$ cat src/rtl/dbi_pkg.sv
package dbi_pkg;
    localparam int DEF_LANES  = 4;
    localparam int DEF_LANE_W = 16;

    typedef enum logic {
        FLAG_INVERTED = 1'b0,
        FLAG_PLAIN    = 1'b1
    } flag_n_e;
endpackage

$ cat src/rtl/dbi_lane_enc.sv
module dbi_lane_enc
    import dbi_pkg::*;
#(
    parameter int W = DEF_LANE_W
) (
    input  logic [W-1:0] raw_i,
    output logic [W-1:0] bus_o,
    output logic         flip_n_o
);
    localparam int CW    = $clog2(W + 1);
    localparam int LIMIT = W / 2;

    logic [CW-1:0] low_cnt;

    always_comb begin
        low_cnt = '0;
        for (int b = 0; b < W; b++) begin
            low_cnt = low_cnt + CW'(raw_i[b]);
        end
    end

    always_comb begin
        if (low_cnt > CW'(LIMIT)) begin
            flip_n_o = FLAG_INVERTED;
            bus_o    = ~raw_i;
        end else begin
            flip_n_o = FLAG_PLAIN;
            bus_o    = raw_i;
        end
    end
endmodule

$ cat src/rtl/dbi_lane_dec.sv
module dbi_lane_dec
    import dbi_pkg::*;
#(
    parameter int W = DEF_LANE_W
) (
    input  logic [W-1:0] bus_i,
    input  logic         flip_n_i,
    output logic [W-1:0] data_o
);
    always_comb begin
        if (flip_n_i == FLAG_INVERTED) begin
            data_o = ~bus_i;
        end else begin
            data_o = bus_i;
        end
    end
endmodule

$ cat src/rtl/dbi_codec.sv
module dbi_codec
    import dbi_pkg::*;
#(
    parameter  int LANES  = DEF_LANES,
    parameter  int LANE_W = DEF_LANE_W,
    localparam int BUS_W  = LANES * LANE_W
) (
    input  logic             clk,
    input  logic             rst_n,
    input  logic             tx_valid_i,
    input  logic [BUS_W-1:0] tx_data_i,
    output logic             tx_valid_o,
    output logic [BUS_W-1:0] tx_bus_o,
    output logic [LANES-1:0] tx_flag_n_o,
    input  logic             rx_valid_i,
    input  logic [BUS_W-1:0] rx_bus_i,
    input  logic [LANES-1:0] rx_flag_n_i,
    output logic             rx_valid_o,
    output logic [BUS_W-1:0] rx_data_o
);
    localparam int LIMIT = LANE_W / 2;

    logic [BUS_W-1:0] enc_bus;
    logic [LANES-1:0] enc_flag_n;
    logic [BUS_W-1:0] dec_data;

    for (genvar k = 0; k < LANES; k++) begin : g_lane
        dbi_lane_enc #(.W(LANE_W)) u_enc (
            .raw_i    (tx_data_i[k*LANE_W +: LANE_W]),
            .bus_o    (enc_bus[k*LANE_W +: LANE_W]),
            .flip_n_o (enc_flag_n[k])
        );

        dbi_lane_dec #(.W(LANE_W)) u_dec (
            .bus_i    (rx_bus_i[k*LANE_W +: LANE_W]),
            .flip_n_i (rx_flag_n_i[k]),
            .data_o   (dec_data[k*LANE_W +: LANE_W])
        );


        lane_low_limit_chk: assert property (@(posedge clk) disable iff (!rst_n)
            tx_valid_o |-> ($countones(tx_bus_o[k*LANE_W +: LANE_W]) <= LIMIT));


        flag_means_inverted_chk: assert property (@(posedge clk) disable iff (!rst_n)
            ($past(rst_n) && tx_valid_o && !tx_flag_n_o[k]) |->
            (tx_bus_o[k*LANE_W +: LANE_W] == ~$past(tx_data_i[k*LANE_W +: LANE_W])));


        rx_restore_chk: assert property (@(posedge clk) disable iff (!rst_n)
            ($past(rst_n) && rx_valid_o) |->
            (rx_data_o[k*LANE_W +: LANE_W] ==
             ($past(rx_flag_n_i[k]) ? $past(rx_bus_i[k*LANE_W +: LANE_W])
                                    : ~$past(rx_bus_i[k*LANE_W +: LANE_W]))));
    end

    // Send stage register
    always_ff @(posedge clk or negedge rst_n) begin
        if (!rst_n) begin
            tx_valid_o  <= 1'b0;
            tx_bus_o    <= '0;
            tx_flag_n_o <= '1;
        end else begin
            tx_valid_o <= tx_valid_i;
            if (tx_valid_i) begin
                tx_bus_o    <= enc_bus;
                tx_flag_n_o <= enc_flag_n;
            end
        end
    end

    // Receive stage register
    always_ff @(posedge clk or negedge rst_n) begin
        if (!rst_n) begin
            rx_valid_o <= 1'b0;
            rx_data_o  <= '0;
        end else begin
            rx_valid_o <= rx_valid_i;
            if (rx_valid_i) begin
                rx_data_o <= dec_data;
            end
        end
    end


    tx_latency_chk: assert property (@(posedge clk) disable iff (!rst_n)
        $past(rst_n) |-> (tx_valid_o == $past(tx_valid_i)));


    rx_latency_chk: assert property (@(posedge clk) disable iff (!rst_n)
        $past(rst_n) |-> (rx_valid_o == $past(rx_valid_i)));


    tx_hold_chk: assert property (@(posedge clk) disable iff (!rst_n)
        ($past(rst_n) && !$past(tx_valid_i)) |-> ($stable(tx_bus_o) && $stable(tx_flag_n_o)));
endmodule

$ cat config.mk
export PLATFORM = sky130hd
export DESIGN_NAME = dbi_codec
export DESIGN_NICKNAME = d
export VERILOG_FILES = /design/src/rtl/dbi_pkg.sv /design/src/rtl/dbi_lane_enc.sv /design/src/rtl/dbi_lane_dec.sv /design/src/rtl/dbi_codec.sv
export SDC_FILE = /design/constraint.sdc
export NUM_CORES = 1
export LEC_CHECK = 0
export ABC_AREA = 1
export CAP_MARGIN = 20
export CORE_MARGIN = 1.5
export CORE_UTILIZATION = 45
export CTS_BUF_LIST = sky130_fd_sc_hd__clkbuf_2
export CTS_CLUSTER_SIZE = 24
export DETAILED_ROUTE_END_ITERATION = 10
export GPL_TIMING_DRIVEN = 0
export PLACE_DENSITY = 0.8
export SYNTH_ARGS = -nofsm -noshare
export SYNTH_HDL_FRONTEND = slang
export SYNTH_HIERARCHICAL = 1
export SYNTH_SLANG_ARGS = --single-unit
$ cat constraint.sdc
create_clock -name clk -period 0.8 [get_ports clk]
set_input_delay 0.16 -clock clk [delete_from_list [all_inputs] [get_ports clk]]
set_output_delay 0.16 -clock clk [all_outputs]
set_load 0.01 [all_outputs]
* Word-level counts from Yosys, hierarchy flattened
Index checks and enable logic that the tools add are counted.
** Word-level totals
- Register bits after elaboration :: 134
- Output and inout bits :: 134
- Word-level logic and storage cells :: 89
** Cells by class
- Add/subtract/negate cells :: 60
- Magnitude comparators :: 4
- Multiplexer cells :: 12
- Bitwise gates (word level) :: 8
** Operator list (number)
- 5-bit by 1-bit adder with 5-bit output :: 56
- 16-bit two-way mux :: 8
- 16-bit NOT :: 8
- 5-bit by 4-bit greater-than comparator with 1-bit output (second input constant) :: 4
- 1-bit by 1-bit adder with 2-bit output :: 4
- 1-bit two-way mux :: 4

* Logic depth before layout (Yosys ltp)
Gate-level depths: netlist of run 1.
- Word-level depth :: 17
- Gate-level depth with buffers :: 19
- Mapped depth without buffers :: 18

* By module
The synthesis of run 1 kept the hierarchy.
** Modules (own cells, without submodules)
- dbi_codec :: instances 1, cells an instance 560, area each 5037.3 um^2
- dbi_lane_enc at g_lane[1].u_enc ... :: instances 3, cells an instance 114, area each 739.5 um^2
- dbi_lane_dec :: instances 4, cells an instance 68, area each 279.0 um^2
- dbi_lane_enc at g_lane[0].u_enc :: instances 1, cells an instance 114, area each 762.0 um^2

* Worst setup path before layout of run 1
Ideal clock, no wire load.
- Path type :: input -> register
- Start point :: input tx_data_i[16]
- End point :: register tx_bus_o[24]
- Data arrival time :: 3678 ps
- Slack :: -2995 ps
- Stages :: 19
- Cell sequence :: inv_1 fa_1 fa_1 fa_1 fa_1 inv_1 ha_1 inv_1 fa_1 inv_1 nor2_1 nand3_2 nand3_4 nand2_4 buf_12 nand2_2 nand2_1 nand2_1 nand2_1
** Between the ends
- Longest elaborated chain between the ends :: 17
** RTL lines
- from (decl) :: line dbi_codec.sv:11 : input logic [BUS_W-1:0] tx_data_i,
- 1-bit by 1-bit adder with 2-bit output :: line dbi_lane_enc.sv:18 : low_cnt = low_cnt + CW'(raw_i[b]);
- 5-bit by 1-bit adder with 5-bit output (14 in series) :: line dbi_lane_enc.sv:18
- 5-bit by 4-bit greater-than comparator with 1-bit output :: line dbi_lane_enc.sv:23 : if (low_cnt > CW'(LIMIT)) begin
- 16-bit two-way mux :: line dbi_lane_enc.sv:23
- net enc_bus[24] :: line dbi_codec.sv:23 : logic [BUS_W-1:0] enc_bus;
- to (signal assigned) :: line dbi_codec.sv:66 : tx_bus_o <= enc_bus;
- to (decl) :: line dbi_codec.sv:13 : output logic [BUS_W-1:0] tx_bus_o,
The timed path passes the listed nets, and every way through them passes these cells.
A chain may end at the register's enable or synchronous reset.

* Worst setup path in the final report of run 1
- Start point :: input tx_data_i[12]
- End point :: register tx_bus_o[6]
** Between the ends
- Longest elaborated chain between the ends :: 6
** RTL lines (line)
- 5-bit by 1-bit adder with 5-bit output (4 in series) :: dbi_lane_enc.sv:18
- 5-bit by 4-bit greater-than comparator with 1-bit output :: dbi_lane_enc.sv:23
- 16-bit two-way mux :: dbi_lane_enc.sv:23
- net enc_bus[6] :: dbi_codec.sv:23
The timed path passes the listed nets, and every way through them passes these cells.

==> run summary, run 1 <==
The minimum clock period after layout came out at 3.326 ns. The final critical-path share of the clock period is 415.8%. The worst stage delay on the critical path is 0.55 ns. Once routing completed, OpenROAD measured the worst setup slack at -2.526 ns. The H-tree was split into 4 levels. The cell count after synthesis came out at 1288. Summed over all instances, the cell type with the most area after synthesis is sky130_fd_sc_hd__dfrtp_1.

The via count of the first global-routing pass came out at 9271. The number of clock buffers inserted by TritonCTS is 17. The placeable core region is 19650 um^2. STA classifies the critical path endpoint as a flip-flop. The effective utilization at floorplan is 46.47%. The first global-routing pass estimated 45.15 mm of wire. Leaving out fill and tap cells, the most frequent cell in the layout is sky130_fd_sc_hd__nand2_1. The pin slew with the least headroom to its limit is 0.4783 ns.

STA classifies the critical path startpoint as an input pin. For this run, the register share of the synthesized area comes to 36.77%. The maximum VDD drop is 2.198 mV. The setup total negative slack came out at -253.74 ns. The slowest cell on the critical path is sky130_fd_sc_hd__fa_1. The initial DRC count came out at 500. Setup violations remaining at the end of the flow were counted as 207.

The synthesized design contains approximately 130 register bits. Clock-pin slew was measured on the worst setup and hold paths at around 0.26 ns. The max-capacitance violation count is 0.

The number of nets at the end of the flow is slightly below 2000. The total die area is 21160 um^2. The distinct cell type count after synthesis is 21.

Setup repair after global routing could not meet its margin everywhere. The count of final max-slew check failures came out at 0. Final hold analysis gives a worst-case slack of -0.7096 ns. The utilization after layout is roughly three quarters. After floorplanning, the core was divided into 51 placement rows.

The detailed router placed 9740 vias in this run. The initial antenna violation count is 2. The critical path is of the in -> reg type. The die span in y came out at 145.5 um. Walking the worst path, the cells encountered are clkdlybuf4s50_1, inv_2, fa_1, fa_1, fa_1, inv_2, ha_4, inv_2, fa_1, inv_1, nor2_2, nand3_2, nand3_4, buf_6, buf_8, nand3_2, nand2_2, nand2_2, nand2_1. In the final routed layout, each cell accounts on average for 14.80 um. In this design, the critical path's most frequently occurring cell is sky130_fd_sc_hd__fa_1.

The die boundary width came out at 145.5 um. The fraction of layout instances using a drive strength above 1 is 34.86%. Entering global routing, the biggest net connects 90 pins. The number of vias per cell after detailed routing came out at roughly 4.8. The net count after synthesis came out at ~1500. The final reports fail on hold timing, setup timing.

Along the worst path, the maximum fanout reaches 5. The area of the mapped netlist is about 9100 um^2. A synthesized cell averages 7.091 um^2. The clock network latency to the later pin of the worst-skew pair came out at ~0.73 ns. The placed wire-length estimate after detailed placement came out at 18.93 mm.

Headroom to the max-slew limit came out at 68.12%. TritonCTS built the clock tree. The hold violation count in the final report came out at 153. For this run, the number of Yosys warnings is 6. The peak clock frequency supported by timing is around 0.30 GHz. The number of antenna-violating nets in the routed design is 0.

The run finished, with violations left. The data arrival time of the critical path came out at 4.00 ns. The total length of routed wires came out at 29.86 mm. The remaining routing DRC violations is 0.

The number of sinks on the clock net is between 100 and 150. The length of the first detailed-routing pass in iterations is 7. Power spread over the standard cell area amounts to between 3000 and 4000 nW/um^2.

Sorting the synthesized cells by area gives the leading types as sky130_fd_sc_hd__dfrtp_1, sky130_fd_sc_hd__nand2_1, sky130_fd_sc_hd__fa_1. The total routing usage reported by global routing is between 20% and 30%. The count of port buffers added during placement came out at 265. At the worst endpoint, the required time is 1.48 ns. The portion of synthesized cell area occupied by the leading cell type came out at a little over a third. The area growth from synthesis to layout is 57.27%. The maximum buffer depth of the clock tree is 2. The post-route clock skew came out at 0 ns. The library cells used most frequently in the layout, excluding fill and tap cells, are sky130_fd_sc_hd__nand2_1, sky130_fd_sc_hd__inv_1, sky130_fd_sc_hd__dfrtp_1, sky130_fd_sc_hd__buf_4, sky130_fd_sc_hd__buf_6. The min-delay analysis places its worst path in the category in -> async. The congestion estimate from routability-driven global placement came to 0.9154. The number of primary I/O pins came out at 270. The total overflow left after global routing is 0. Summed over all cells, the static leakage comes to a little over 8 nW. The cell sitting at the root of the clock tree is a sky130_fd_sc_hd__clkbuf_2.
path summary, 6_finish.rpt:
| kind | startpoint | end | slack, ns | depth (start not counted) |
|---|---|---|---|---|
| min in group clk | tx_data_i[13] | tx_bus_o[13]$_DFFE_PN0P_ | -0.28 | 5 |
| worst min-delay path | rst_n | rx_data_o[18]$_DFFE_PN0P_ | -0.71 | 1 |
| max in group asynchronous | rst_n | tx_flag_n_o[1]$_DFFE_PN1P_ | 0.67 | 2 |
| worst max-delay path | tx_data_i[12] | tx_bus_o[6]$_DFFE_PN0P_ | -2.53 | 19 |
| worst max register to register | rx_data_o[14]$_DFFE_PN0P_ | rx_data_o[14]$_DFFE_PN0P_ | -0.08 | 4 |
| worst min register to register | tx_flag_n_o[0]$_DFFE_PN1P_ | tx_flag_n_o[0]$_DFFE_PN1P_ | 0.50 | 2 |
metrics by stage:
| stage | instance area [um^2] | hold WS [ns] | instances | power (mW) | worst slack, ns |
|---|---|---|---|---|---|
| floorplan | 9226 | -0.1356 | 1288 | 25.18 | -2.947 |
| global placement | 12210 | 0.4518 | 1818 | 32.60 | -6.011 |
| detailed placement | 12240 | 0.1197 | 1819 | 33.31 | -3.863 |
| CTS | 13540 | -0.7527 | 1973 | 44.09 | -2.510 |
| global route | 14360 | -0.7590 | 2016 | 52.03 | -2.537 |
| finish | 14370 | -0.7096 | 2017 | 48.72 | -2.526 |
critical path: cells and delay by family:
family                     cells  cell delay [ns]
and+or+nand+nor                7             0.60
buffers and inverters          7             1.08
adders and majority gates      5             2.15
kinds of logic after synthesis:
family,after synthesis,synth area share [%]
flip-flops,134,36.77
AO/OA/AOI/OAI,8,0.4794
AND/OR/NAND/NOR,836,38.22
adder cells (fa/ha/maj),60,11.51
buffers and inverters,250,13.03
state kept, by name, summed over array words and instances, names as in the netlist:
name         cells
tx_valid_o       1
tx_flag_n_o      4
rx_valid_o       1
rx_data_o       64
tx_bus_o        64
area by class of cell:
cell class	instances	area, um^2
fill	1483	5289
multi-input combinational	904	5159
timing repair buffer	430	3955
sequential	134	3358
inverter	198	860.8
buffer	52	464.2
tap	265	331.6
clock inverter	14	141.4
clock buffer	18	90.09
antenna	2	5.005
cell usage after synthesis:
library cell	number
sky130_fd_sc_hd__nand3_1	71
sky130_fd_sc_hd__inv_1	188
sky130_fd_sc_hd__nor2_1	8
sky130_fd_sc_hd__buf_12	3
sky130_fd_sc_hd__nand2_2	49
sky130_fd_sc_hd__buf_4	16
sky130_fd_sc_hd__nand3_2	9
sky130_fd_sc_hd__dfstp_2	4
sky130_fd_sc_hd__nand2_4	4
sky130_fd_sc_hd__nand2_1	691
sky130_fd_sc_hd__ha_1	20
sky130_fd_sc_hd__nand3_4	4
sky130_fd_sc_hd__dfrtp_1	130
sky130_fd_sc_hd__a21oi_1	4
sky130_fd_sc_hd__buf_2	20
sky130_fd_sc_hd__fa_1	40
sky130_fd_sc_hd__inv_2	6
sky130_fd_sc_hd__buf_6	13
sky130_fd_sc_hd__o21ai_2	1
sky130_fd_sc_hd__inv_6	4
sky130_fd_sc_hd__o21ai_1	3
routing by layer:
metal,wire (um),track usage (%),part of all wire [%],up-vias
met5,0,0,0,-
met4,1466,12.70,4.9,0
met3,1649,5.423,5.5,100
met1,11970,32.07,40,4598
li1,-,-,-,4679
met2,14770,44.76,49,363
where the power goes:
group          internal (mW)  total [mW]  switching [mW]
clock                   1.23        4.19            2.96
combinational           16.8        34.5            17.7
sequential              8.84        10.0            1.20
total                   26.9        48.7            21.8
repair_timing:
item,4_1_cts,5_1_grt
setup endpoints to repair,202,203
endpoints found under the hold margin,232,155
hold buffers,41,4
resized for setup,899,120
setup buffers,75,38
pin swaps,133,101
cloned,7,1
No activity file was read; power rests on OpenSTA's default activity.
==> run 2: changes to the inputs <==
--- a/config.mk
+++ b/config.mk
@@ -5,15 +5,13 @@
 export SDC_FILE = /design/constraint.sdc
 export NUM_CORES = 1
 export LEC_CHECK = 0
-export ABC_AREA = 1
 export CAP_MARGIN = 20
 export CORE_MARGIN = 1.5
-export CORE_UTILIZATION = 45
-export CTS_BUF_LIST = sky130_fd_sc_hd__clkbuf_2
+export CORE_UTILIZATION = 42
 export CTS_CLUSTER_SIZE = 24
 export DETAILED_ROUTE_END_ITERATION = 10
 export GPL_TIMING_DRIVEN = 0
-export PLACE_DENSITY = 0.8
+export PLACE_DENSITY = 0.77
 export SYNTH_ARGS = -nofsm -noshare
 export SYNTH_HDL_FRONTEND = slang
 export SYNTH_HIERARCHICAL = 1
==> run summary, run 2 <==
Result of the run: finished, violations left (unchanged). Failing checks: hold timing, setup timing (unchanged). The worst slack at placement came to -4.105 ns (was -3.863 ns). The capturing point of the worst reg2reg path is tx_bus_o[26]$_DFFE_PN0P_ (was rx_data_o[14]$_DFFE_PN0P_). The depth of the most critical reg-to-reg path was 3 (was 4). The distinct cell type count after synthesis came out at 29 (was 21).

The clock network latency to the later pin of the worst-skew pair is 0.41 ns (was 0.73 ns). Top cells by area, synth: sky130_fd_sc_hd__dfrtp_1, sky130_fd_sc_hd__mux2_2, sky130_fd_sc_hd__xnor2_1 (was sky130_fd_sc_hd__dfrtp_1, sky130_fd_sc_hd__nand2_1, sky130_fd_sc_hd__fa_1). The total via count after detailed routing came to 6341 (was 9740). The total die area was 20170 um^2 (was 21160 um^2).

The number of standard cells in the layout, taps in and fillers out was 1364 (was 2017). The worst hold slack across all endpoints is -0.2654 ns (was -0.7096 ns). The clock tree root buffer cell is sky130_fd_sc_hd__clkbuf_16 (was sky130_fd_sc_hd__clkbuf_2). The pin count of the biggest net entering global routing came to 74 (was 90).

The number of storage elements in the synthesis netlist was 134 (unchanged). The primary flip-flop cell chosen by synthesis mapping was sky130_fd_sc_hd__dfrtp_1 (unchanged). The area growth from synthesis to layout came to 73.20% (was 57.27%). The leading cell type by number of instances after synthesis was sky130_fd_sc_hd__dfrtp_1 (was sky130_fd_sc_hd__nand2_1). The launch point of the critical path is tx_data_i[30] (was tx_data_i[12]). The maximum net fanout on the critical path came out at 6 (was 5). The average cell area after synthesis was 12.86 um^2 (was 7.091 um^2). The final worst slack is -3.313 ns (was -2.526 ns). The minimum clock period after layout was 4.113 ns (was 3.326 ns). The maximum VDD drop came to 2.390 mV (was 2.198 mV). The number of inserted diodes is 0 (was 2). The placeable core region is 18830 um^2 (was 19650 um^2). Commonest cells after routing, fill and taps aside: sky130_fd_sc_hd__buf_4, sky130_fd_sc_hd__dfrtp_1, sky130_fd_sc_hd__buf_6, sky130_fd_sc_hd__clkdlybuf4s50_1, sky130_fd_sc_hd__mux2_4 (was sky130_fd_sc_hd__nand2_1, sky130_fd_sc_hd__inv_1, sky130_fd_sc_hd__dfrtp_1, sky130_fd_sc_hd__buf_4, sky130_fd_sc_hd__buf_6). The portion of synthesized cell area occupied by the leading cell type is 40.07% (was 35.62%). The setup total negative slack came out at -246.96 ns (was -253.74 ns). The remaining routing DRC violations is 0 (unchanged). The net count after synthesis is 827 (was 1484). The area of the mapped netlist was 8118 um^2 (was 9134 um^2). The number of nets at the end of the flow came out at 1287 (was 1933).

The classification of the worst setup path is in -> reg (unchanged). The total design power was 53.82 mW (was 48.72 mW). The placed wire-length estimate after detailed placement came out at 14.60 mm (was 18.93 mm). The count of port buffers added during placement is 265 (unchanged).

The pin slew with the least headroom to its limit is 0.6290 ns (was 0.4783 ns). The sequential cell area fraction in the yosys report came to 41.37% (was 36.77%). The number of vias per cell after detailed routing was 4.649 (was 4.829). The async set-or-reset flop fraction in the synthesized netlist was 100.0% (unchanged). The utilization after layout came out at 74.66% (was 73.09%). The count of mapped cells out of synthesis came out at 631 (was 1288). Registers with the highest flip-flop counts: rx_data_o (64), tx_bus_o (64), tx_flag_n_o (4) (unchanged).

The number of synthesized flops with an enable pin is 0 (unchanged). The CTS tree was yes (unchanged). The effective utilization at floorplan came out at 43.11% (was 46.47%). The initial DRC count came out at 195 (was 500). The total routing usage reported by global routing came out at 24.39% (was 26.39%). The final critical-path share of the clock period came out at 514.2% (was 415.8%). The commonest non-fill, non-tap cell in the layout is sky130_fd_sc_hd__buf_4 (was sky130_fd_sc_hd__nand2_1).

The data arrival time of the critical path came out at 4.41 ns (was 4.00 ns). The power per unit of standard cell area is 3828 nW/um^2 (was 3392 nW/um^2). The total placed instance area is 11540 um^2 (was 12240 um^2). The maximum buffer depth of the clock tree is 2 (unchanged).

The number of antenna-violating nets in the routed design came to 0 (unchanged). The number of clock buffers inserted by TritonCTS is 17 (unchanged). The via count of the first global-routing pass came out at 6929 (was 9271). The number of sinks on the clock net was 134 (unchanged). The kind of capture point of the worst setup path was a flip-flop (unchanged). The hold violation count in the final report is 57 (was 153).

The peak clock frequency supported by timing is 0.2431 GHz (was 0.3006 GHz). The cell type contributing the most total cell area after synthesis is sky130_fd_sc_hd__dfrtp_1 (unchanged). The die span in y came out at 142.0 um (was 145.5 um). The number of warnings issued by yosys came out at 6 (unchanged). The first-pass GRT wire length is 37.36 mm (was 45.15 mm). The class of the worst hold path is in -> async (unchanged).

The kind of start point of the critical path is an input pin (unchanged). The routability congestion estimate came out at 0.7645 (was 0.9154). The static leakage is 6.860 nW (was 8.288 nW). The flop-to-flop setup slack came to -0.24 ns (was -0.08 ns). The fraction of layout instances using a drive strength above 1 is 60.78% (was 34.86%). The detail-routed net length per standard cell was 18.62 um (was 14.80 um).

The length of the first detailed-routing pass in iterations is 4 (was 7). The normalized max-slew margin came out at 58.07% (was 68.12%). The initial antenna violation count is 0 (was 2).

The max-capacitance violation count was 0 (unchanged). The overflow left after global routing came out at 0 (unchanged). The startpoint of the worst-slack reg-to-reg timing path is tx_bus_o[26]$_DFFE_PN0P_ (was rx_data_o[14]$_DFFE_PN0P_).

Most frequent cells after synthesis: sky130_fd_sc_hd__dfrtp_1, sky130_fd_sc_hd__xnor2_1, sky130_fd_sc_hd__mux2_2 (was sky130_fd_sc_hd__nand2_1, sky130_fd_sc_hd__inv_1, sky130_fd_sc_hd__dfrtp_1). The total length of routed wires is 25.40 mm (was 29.86 mm). The maximum level of the CTS H-tree came out at 4 (unchanged). The total number of placement rows came out at 50 (was 51).

The number of primary I/O pins came out at 270 (unchanged). The required arrival time at the worst endpoint came to 1.09 ns (was 1.48 ns). The cell count after placement came out at 1157 (was 1819). The post-route clock skew came out at 0 ns (unchanged). The final-report setup violation count came to 225 (was 207). The final standard cell area without fillers came out at 14060 um^2 (was 14370 um^2). The die boundary width came to 142.0 um (was 145.5 um). The clock transition at the registers of the reported paths is 0.06 ns (was 0.26 ns). Unrepaired setup endpoints after global routing: yes (unchanged).

The count of final max-slew check failures is 0 (unchanged).
==> run 2: cell types whose count changed in the layout (fill, tap and decap cells not counted), sizes merged, moves of 6 or more <==
cell,change
buf,+37
clkinv,-6
dlygate4sd3,-45
inv,-90
mux2,+132
nand2,-738
nand3,-84
xnor2,+128
==> run 2: critical path: stages <==
cell and delay (ns):
sky130_fd_sc_hd__clkdlybuf4s50_1 0.50, sky130_fd_sc_hd__inv_1 0.15, sky130_fd_sc_hd__fa_1 0.65, sky130_fd_sc_hd__fa_1 0.48, sky130_fd_sc_hd__fa_1 0.49, sky130_fd_sc_hd__inv_2 0.10
sky130_fd_sc_hd__ha_4 0.15, sky130_fd_sc_hd__inv_2 0.04, sky130_fd_sc_hd__fa_2 0.36, sky130_fd_sc_hd__xnor2_2 0.19, sky130_fd_sc_hd__o22ai_2 0.11, sky130_fd_sc_hd__a211oi_2 0.26
sky130_fd_sc_hd__buf_6 0.17, sky130_fd_sc_hd__buf_12 0.10, sky130_fd_sc_hd__buf_12 0.14, sky130_fd_sc_hd__xnor2_4 0.08, sky130_fd_sc_hd__mux2_4 0.26
==> run 2: how the worst max path moves through the flow <==
| stage | slack, ns | to | cells past startpoint |
|---|---|---|---|
| 2_1_floorplan | -3.16 | tx_bus_o[43]$_DFFE_PN0P_ | 16 |
| 3_3_place_gp | -6.04 | tx_bus_o[29]$_DFFE_PN0P_ | 1 |
| 3_5_place_dp | -4.10 | tx_bus_o[40]$_DFFE_PN0P_ | 17 |
| 4_1_cts | -3.08 | tx_bus_o[19]$_DFFE_PN0P_ | 18 |
| 5_1_grt | -3.38 | tx_bus_o[17]$_DFFE_PN0P_ | 17 |
| 6_report | -3.31 | tx_bus_o[17]$_DFFE_PN0P_ | 17 |
==> run 2: final cells by class <==
class,instances,area (um^2)
Multi-Input combinational cell,358,4860
Fill cell,1162,4771
Timing Repair Buffer,442,3944
Sequential cell,134,3358
Inverter,108,467.9
Buffer,30,444.2
Clock buffer,19,442.9
Tap cell,260,325.3
Clock inverter,13,217.7
==> run 2: layer usage <==
metal	share of wire (%)	vias up	GRT usage [%]
met3	7.2	69	6.326
met5	0	-	0
met1	38	3099	28.07
met4	4.2	0	12.75
met2	51	264	41.87
li1	-	2909	-
==> run 2: timing repair <==
item                                    CTS  global route
endpoints found under the setup margin  266           222
setup buffers                           153            33
gates cloned                              4             0
pin swaps                                48            29
hold endpoints to repair                 57            57
gates resized for setup                 862            92
==> run 2: cells by family after synthesis <==
kind of cell	after synthesis	synth area share, %
buffers and inverters	139	9.587
and+or+nand+nor	20	1.264
AOI/OAI and AO/OA	16	1.387
DFF	134	41.37
xor gates and xnor gates	130	14.21
muxes	132	19.24
adders and majority gates	60	12.95
==> run 2: power by group <==
part | internal, mW | switching (mW) | total, mW
Clock | 5.67 | 3.19 | 8.87
Combinational | 20.9 | 13.3 | 34.2
Sequential | 9.26 | 1.50 | 10.8
Total | 35.8 | 18.0 | 53.8
